==> src/rtl/clk_alarm_combiner.sv <==
module clk_alarm_combiner (
  input  logic       clk,
  input  logic       rst_n,
  input  logic [3:0] los_raw,
  input  logic [1:0] fos_raw,
  input  logic       fsync_sw,
  input  logic       align_alarm,
  input  logic       fos_en,
  input  logic       alarm_pol,
  input  logic [3:0] pin_en,
  input  logic       irq_sel,
  input  logic [5:0] flag_mask,
  input  logic       clr_wr,
  input  logic [5:0] clr_data,
  output logic [5:0] status_raw,
  output logic [5:0] flags,
  output logic       irq_o,
  output logic       alm1_o,
  output logic       alm1_oe,
  output logic       alm2_o,
  output logic       alm2_oe,
  output logic       alm3_o,
  output logic       alm3_oe,
  output logic       shr_o,
  output logic       shr_oe
);
  logic [5:0] raw, prev_q, flag_q, clr_m;
  logic       irq_q, a1, a2, shr_a, inv;

  assign raw        = {fos_raw, los_raw};
  assign status_raw = raw;
  assign flags      = flag_q;
  assign irq_o      = irq_q;
  assign inv        = ~alarm_pol;

  assign a1    = los_raw[0] | (los_raw[2] & fsync_sw) | (fos_en & fos_raw[0]);
  assign a2    = los_raw[1] | (los_raw[3] & fsync_sw) | (fos_en & fos_raw[1]);
  assign shr_a = irq_sel ? irq_q : align_alarm;

  assign alm1_oe = pin_en[0];
  assign alm1_o  = pin_en[0] & (a1 ^ inv);
  assign alm2_oe = pin_en[1];
  assign alm2_o  = pin_en[1] & (a2 ^ inv);
  assign alm3_oe = 1'b0;
  assign alm3_o  = 1'b0;
  assign shr_oe  = irq_sel | pin_en[3];
  assign shr_o   = shr_oe & (shr_a ^ inv);

  assign clr_m = clr_wr ? clr_data : 6'd0;

  always_ff @(posedge clk) begin
    if (!rst_n) begin
      prev_q <= '0;
      flag_q <= '0;
      irq_q  <= 1'b0;
    end else begin
      prev_q <= raw;
      flag_q <= (flag_q & ~clr_m) | (raw & ~prev_q);
      irq_q  <= |(flag_q & ~flag_mask);
    end
  end
endmodule

==> config.mk <==
export PLATFORM = sky130hd
export DESIGN_NAME = clk_alarm_combiner
export DESIGN_NICKNAME = d
export VERILOG_FILES = /design/src/rtl/clk_alarm_combiner.sv
export SDC_FILE = /design/constraint.sdc
export NUM_CORES = 1
export LEC_CHECK = 0
export CELL_PAD_IN_SITES_DETAIL_PLACEMENT = 1
export CELL_PAD_IN_SITES_GLOBAL_PLACEMENT = 2
export CORE_ASPECT_RATIO = 1.2
export CORE_UTILIZATION = 14
export CTS_CLUSTER_DIAMETER = 120
export DETAILED_ROUTE_END_ITERATION = 10
export PLACE_DENSITY_LB_ADDON = 0.1
export SYNTH_ARGS = -nofsm -noshare
export SYNTH_HDL_FRONTEND = slang
export SYNTH_SLANG_ARGS = --single-unit
==> constraint.sdc <==
create_clock -name clk -period 0.9 [get_ports clk]
set_input_delay 0.18 -clock clk [delete_from_list [all_inputs] [get_ports clk]]
set_output_delay 0.18 -clock clk [all_outputs]
set_load 0.02 [all_outputs]
==> results of run 1 <==
-- routing by layer --
metal | vias up | track usage
met5 | - | 0
met4 | 0 | 0.03333
met3 | 2 | 0.02381
met2 | 24 | 0.1615
met1 | 352 | 0.1100
li1 | 362 | -
-- final timing paths --
check	from	endpoint	slack [ps]	depth (start not counted)
worst max register to register	flags[4]$_SDFF_PN0_	irq_o$_SDFF_PN0_	-70	4
worst max-delay path	irq_o$_SDFF_PN0_	shr_o	-310	4
worst min-delay path	los_raw[2]	prev_q[2]$_SDFF_PN0_	250	3
worst min register to register	prev_q[4]$_SDFF_PN0_	flags[4]$_SDFF_PN0_	530	3
-- Yosys cell counts --
cell type,instances,share of area
or2_2,1,0.0095
buf_4,10,0.11
nand3b_1,1,0.011
nand2_1,7,0.040
o22ai_1,3,0.028
o31a_1,1,0.013
nor3b_1,1,0.011
dfxtp_1,13,0.39
conb_1,1,0.0057
a221oi_2,2,0.045
a31oi_1,1,0.0095
inv_1,6,0.034
clkbuf_1,1,0.0057
xor2_1,2,0.027
and2_1,8,0.076
a21oi_1,6,0.045
nor2b_1,13,0.12
nor3_1,1,0.0076
-- registers in the layout, summed over array words and instances, names as in the netlist --
| name | count |
|---|---|
| irq_o | 1 |
| prev_q | 6 |
| flags | 6 |
-- cell families (layout without fill, tap and decap cells) --
family / count (synthesis) / after routing / synth area share
AND/OR/NAND/NOR: 32 / 32 / 0.2784
buffers and inverters: 17 / 77 / 0.1534
AO/OA/AOI/OAI: 13 / 13 / 0.1421
flip-flops: 13 / 13 / 0.3939
XOR/XNOR: 2 / 2 / 0.02652
other: 1 / 2 / 0.005676
-- layout make-up --
| cell class | instances | area [um^2] | area share |
|---|---|---|---|
| tap | 58 | 72.57 | 0.05133 |
| timing repair buffer | 67 | 639.4 | 0.4522 |
| inverter | 6 | 22.52 | 0.01593 |
| sequential | 13 | 269.0 | 0.1903 |
| clock buffer | 4 | 45.04 | 0.03186 |
| multi-input combinational | 49 | 365.4 | 0.2584 |
-- power breakdown --
group / switching [uW] / leakage [uW] / internal (uW)
clock: 222 / 0.0000228 / 313
sequential: 23.6 / 0.000110 / 621
combinational: 252 / 0.000495 / 360
total: 498 / 0.000628 / 1290
-- stage by stage --
| stage | worst slack [ps] | hold slack, ps | util | std cells |
|---|---|---|---|---|
| finish | -312.0 | 245.5 | 0.3100 | 197 |
| global route | -351.6 | 253.2 | 0.3100 | 197 |
| CTS | -331.8 | 241.5 | 0.2977 | 194 |
| detailed placement | -1137 | 538.9 | 0.2796 | 189 |
| global placement | -1146 | 526.0 | 0.2796 | 189 |
| floorplan | -48.64 | 301.7 | - | 79 |
-- timing repair --
action | in CTS | in global routing
gates resized for setup | 161 | 14
pin swaps | 14 | 6
endpoints found under the setup margin | 26 | 18
setup buffers | 1 | 3
gates cloned | 0 | 0
endpoints found under the hold margin | 0 | 0
-- worst reg2reg max path, stage by stage (launching register included) --
cell and delay [ps]:
dfxtp_2 320, buf_4 130, inv_2 40, o22ai_2 60, o31a_1 300
==> results.sh, run 1 <==
export IMPL_status="finished, violations left"
export IMPL_failed_checks="negative setup slack"
export IMPL_final_antenna_net_count=0
export IMPL_initialDrtViolationCount=13
export IMPL_crit_family="flip-flops"
export IMPL_rsz0062_at_grt="true"
export IMPL_cp_start_kind="flop"
export IMPL_met3WireLength_um=112
export IMPL_clock_fmax_mhz=825.1
export IMPL_portBuffers=47
export IMPL_cp_slowest_cell="dfxtp_2"
export IMPL_slowest_delay_ps=330
export IMPL_cp_data_required_time_ps=720
export IMPL_die_w_um=64.71
export IMPL_ys_seq_elements=13
export IMPL_critical_path_buf_inv_count=1
export IMPL_htree_levels=1
export IMPL_period_needed_ps=1212
export IMPL_num_vias=740
export IMPL_first_pass_iters=2
export IMPL_die_h_um=77.25
export IMPL_avgSynthCellArea_um2=8.470
export IMPL_boundaryPins=51
export IMPL_clock_path_buffers=2
export IMPL_top_layer="met4"
export IMPL_wl_per_cell_um=11.98
export IMPL_gr_total_overflow=0
export IMPL_setup_viol=7
export IMPL_setup_tns_ps=-1233
export IMPL_grt_usage=0.09398
export IMPL_crit_type="reg -> out"
export IMPL_row_count=27
export IMPL_fillers=556
export IMPL_drc=0
export IMPL_fin_worst_skew_ps=1.205
export IMPL_cts_root_buf="clkbuf_8"
export IMPL_cp_arrival_ps=1030
export IMPL_power_density_nw_per_um2=1267
export IMPL_power_uw=1791
export IMPL_ys_warn_count=0
export IMPL_grt_pass1_wl_um=3532
export IMPL_start_util=0.1449
export IMPL_leakage_uw=0.0006276
export IMPL_period_share=1.347
export IMPL_critPathMaxFanout=3
export IMPL_cp_end_kind="primary output"
export IMPL_hold_viol_final=0
export IMPL_hpwl_um=1803
export IMPL_design_area_um2=1414
export IMPL_syn_to_final_growth_pct=114.0
export IMPL_die_area_um2=4999
export IMPL_final_nets=170
export IMPL_dpl_instance_area_um2=1275
export IMPL_viasPerCell=3.756
export IMPL_routed_wl_um=2360
export IMPL_setup_ws_ps=-312.0
export IMPL_drive_gt1_frac=0.5396
export IMPL_cp_cell_sequence="nor2b_2 > nor3_2 > a31oi_4 > buf_6"
export IMPL_core_um2=4561
export IMPL_mappedNetlistArea_um2=660.6
export IMPL_finalMaxSlewViolations=0
export IMPL_final_common_cell="buf_6"
export IMPL_clock_latency_ps=240
export IMPL_cts_hold_buf=0
export IMPL_met2_length_um=1267
export IMPL_layout_common_cells="26 x buf_6, 13 x clkdlybuf4s50_1, 12 x nor2b_1"
export IMPL_drv_cap=0
export IMPL_cts_sinks=13
export IMPL_hold_path_class="in -> reg"
export IMPL_cts_tree="built"
export IMPL_met1_length_um=970
export IMPL_cts_buffers=3
export IMPL_n_antenna_cell=0
export IMPL_ys_seq_area_frac=0.3939
export IMPL_finalWeightedCongestion=0.6279
export IMPL_synth_cell_type_count=18
export IMPL_ir_drop_uv=646.2
export IMPL_grt_max_degree=14
export IMPL_antenna_found_initial=0
export IMPL_syn_inst=78
export IMPL_grt_pass1_vias=731
export IMPL_clkTransAtPathRegs_ps=60
Note: power is estimated with default switching activity, not from simulation.
==> inputs of run 2 (changes only) <==
--- a/config.mk
+++ b/config.mk
@@ -5,12 +5,14 @@
 export SDC_FILE = /design/constraint.sdc
 export NUM_CORES = 1
 export LEC_CHECK = 0
+export CAP_MARGIN = 0
 export CELL_PAD_IN_SITES_DETAIL_PLACEMENT = 1
 export CELL_PAD_IN_SITES_GLOBAL_PLACEMENT = 2
 export CORE_ASPECT_RATIO = 1.2
-export CORE_UTILIZATION = 14
+export CORE_UTILIZATION = 26
 export CTS_CLUSTER_DIAMETER = 120
 export DETAILED_ROUTE_END_ITERATION = 10
+export DONT_BUFFER_PORTS = 1
 export PLACE_DENSITY_LB_ADDON = 0.1
 export SYNTH_ARGS = -nofsm -noshare
 export SYNTH_HDL_FRONTEND = slang
==> run 2 against run 1 <==
  * Largest cell class is now multi-input combinational cells
  * The flow still finishes with violations (negative setup slack)
  * Clock-buffer cell count unchanged
  * First-iteration DRC count shrank 62%
  * Clock power shrank 32%
==> results.sh, run 2 (synthesis results as in run 1) <==
export IMPL_wl_per_cell_um=13.75
export IMPL_setup_ws_ps=-277.0
export IMPL_fillers=269
export IMPL_dp_cells=106
export IMPL_cp_data_required_time_ps=720
export IMPL_pre_cts_slack_ps=-121.8
export IMPL_num_vias=510
export IMPL_cts_tree="built"
export IMPL_clock_path_buffers=2
export IMPL_gr_total_overflow=0
export IMPL_cp_slowest_cell="dfxtp_2"
export IMPL_hpwl_um=1220
export IMPL_htree_levels=1
export IMPL_reg2regPathDepth=3
export IMPL_slowest_delay_ps=340
export IMPL_final_instance_count_excl_fill=112
export IMPL_finalMaxSlewViolations=0
export IMPL_cp_start_kind="flop"
export IMPL_row_count=19
export IMPL_final_common_cell="nor2b_1"
export IMPL_leakage_uw=0.0003203
export IMPL_status="finished, violations left"
export IMPL_clock_latency_ps=270
export IMPL_n_antenna_cell=0
export IMPL_cp_arrival_ps=1000
export IMPL_viasPerCell=4.554
export IMPL_die_area_um2=2747
export IMPL_cts_root_buf="clkbuf_4"
export IMPL_layout_common_cells="12 x nor2b_1, 7 x nand2_1, 7 x dfxtp_2, 7 x buf_6"
export IMPL_holdWs_ps=18.81
export IMPL_final_nets=112
export IMPL_drv_cap=0
export IMPL_final_util=0.3413
export IMPL_grt_pass1_vias=556
export IMPL_ir_drop_uv=928.0
export IMPL_drc=0
export IMPL_cts_hold_buf=0
export IMPL_cp_end_kind="primary output"
export IMPL_cts_buffers=3
export IMPL_initialDrtViolationCount=5
export IMPL_cp_depth=3
export IMPL_antenna_found_initial=0
export IMPL_grt_pass1_wl_um=2270
export IMPL_clkTransAtPathRegs_ps=80
export IMPL_drive_gt1_frac=0.3333
export IMPL_hold_viol_final=0
export IMPL_power_density_nw_per_um2=1582
export IMPL_first_pass_iters=2
export IMPL_hold_path_class="in -> reg"
export IMPL_crit_family="flip-flops"
export IMPL_critPathMaxFanout=3
export IMPL_final_antenna_net_count=0
export IMPL_cts_sinks=13
export IMPL_finalWeightedCongestion=0.6390
export IMPL_core_um2=2354
export IMPL_grt_max_degree=14
export IMPL_fin_worst_skew_ps=0.1263
export IMPL_routed_wl_um=1540
export IMPL_crit_type="reg -> out"
export IMPL_period_needed_ps=1177
export IMPL_hold_path_depth=1
export IMPL_rsz0062_at_grt="true"
export IMPL_boundaryPins=51
export IMPL_cp_cell_sequence="nor2b_2 > nor3_2 > a31oi_4"
export IMPL_start_util=0.2807
export IMPL_failed_checks="negative setup slack"
export IMPL_setup_viol=10
export IMPL_die_w_um=48.02
export IMPL_critical_path_buf_inv_count=0
export IMPL_portBuffers=0
export IMPL_syn_to_final_growth_pct=21.59
export IMPL_clock_fmax_mhz=849.6
export IMPL_period_share=1.308
export IMPL_grt_usage=0.1199
export IMPL_die_h_um=57.22
[run 2: cell count changes in the layout (fill, tap and decap cells not counted), sizes merged]
| cell | before | now |
|---|---|---|
| dlymetal6s2s | 1 | 0 |
| clkdlybuf4s15 | 3 | 0 |
| dlygate4sd2 | 4 | 0 |
| clkdlybuf4s50 | 13 | 0 |
| buf | 44 | 9 |
| clkbuf | 6 | 4 |
[run 2: path summary, 6_finish.rpt]
kind | startpoint | end | slack (ps)
worst min-delay path | rst_n | irq_o$_SDFF_PN0_ | 20
worst max register to register | flags[0]$_SDFF_PN0_ | irq_o$_SDFF_PN0_ | 50
worst max-delay path | irq_o$_SDFF_PN0_ | shr_o | -280
worst min register to register | prev_q[3]$_SDFF_PN0_ | flags[3]$_SDFF_PN0_ | 540
[run 2: per-layer routing]
metal	share of wire	wire (um)	vias up	global-route usage
met5	0	0	-	0
met4	0.016	24	0	0.04762
met3	0.13	202	4	0.05063
met2	0.48	741	32	0.1969
met1	0.37	571	230	0.1309
li1	-	-	244	-
[run 2: area by class of cell]
type                       count  area, um^2  area share
inverter                       6       22.52     0.02804
tap                           31       38.79     0.04829
timing repair buffer           9       93.84      0.1168
multi-input combinational     49       352.8      0.4393
clock buffer                   4       26.28     0.03271
sequential                    13       269.0      0.3349
[run 2: metrics by stage]
stage / power, uW / area [um^2] / setup TNS (ps)
after floorplan: 883.8 / 690.7 / -128.5
final: 1271 / 803.3 / -763.5
after CTS: 1284 / 793.3 / -785.1
after detailed placement: 880.4 / 703.2 / -240.1
after global routing: 1341 / 803.3 / -1139
after global placement: 875.6 / 703.2 / -221.8
[run 2: report_power, final]
group	total [uW]	internal, uW	switching [uW]
logic	267	142	125
registers	640	619	21.0
clock network	364	172	192
total	1270	933	338
[run 2: repair_timing]
item	CTS	global route
setup endpoints to repair	10	10
buffers inserted	1	1
pin swaps	4	2
resized for setup	15	1
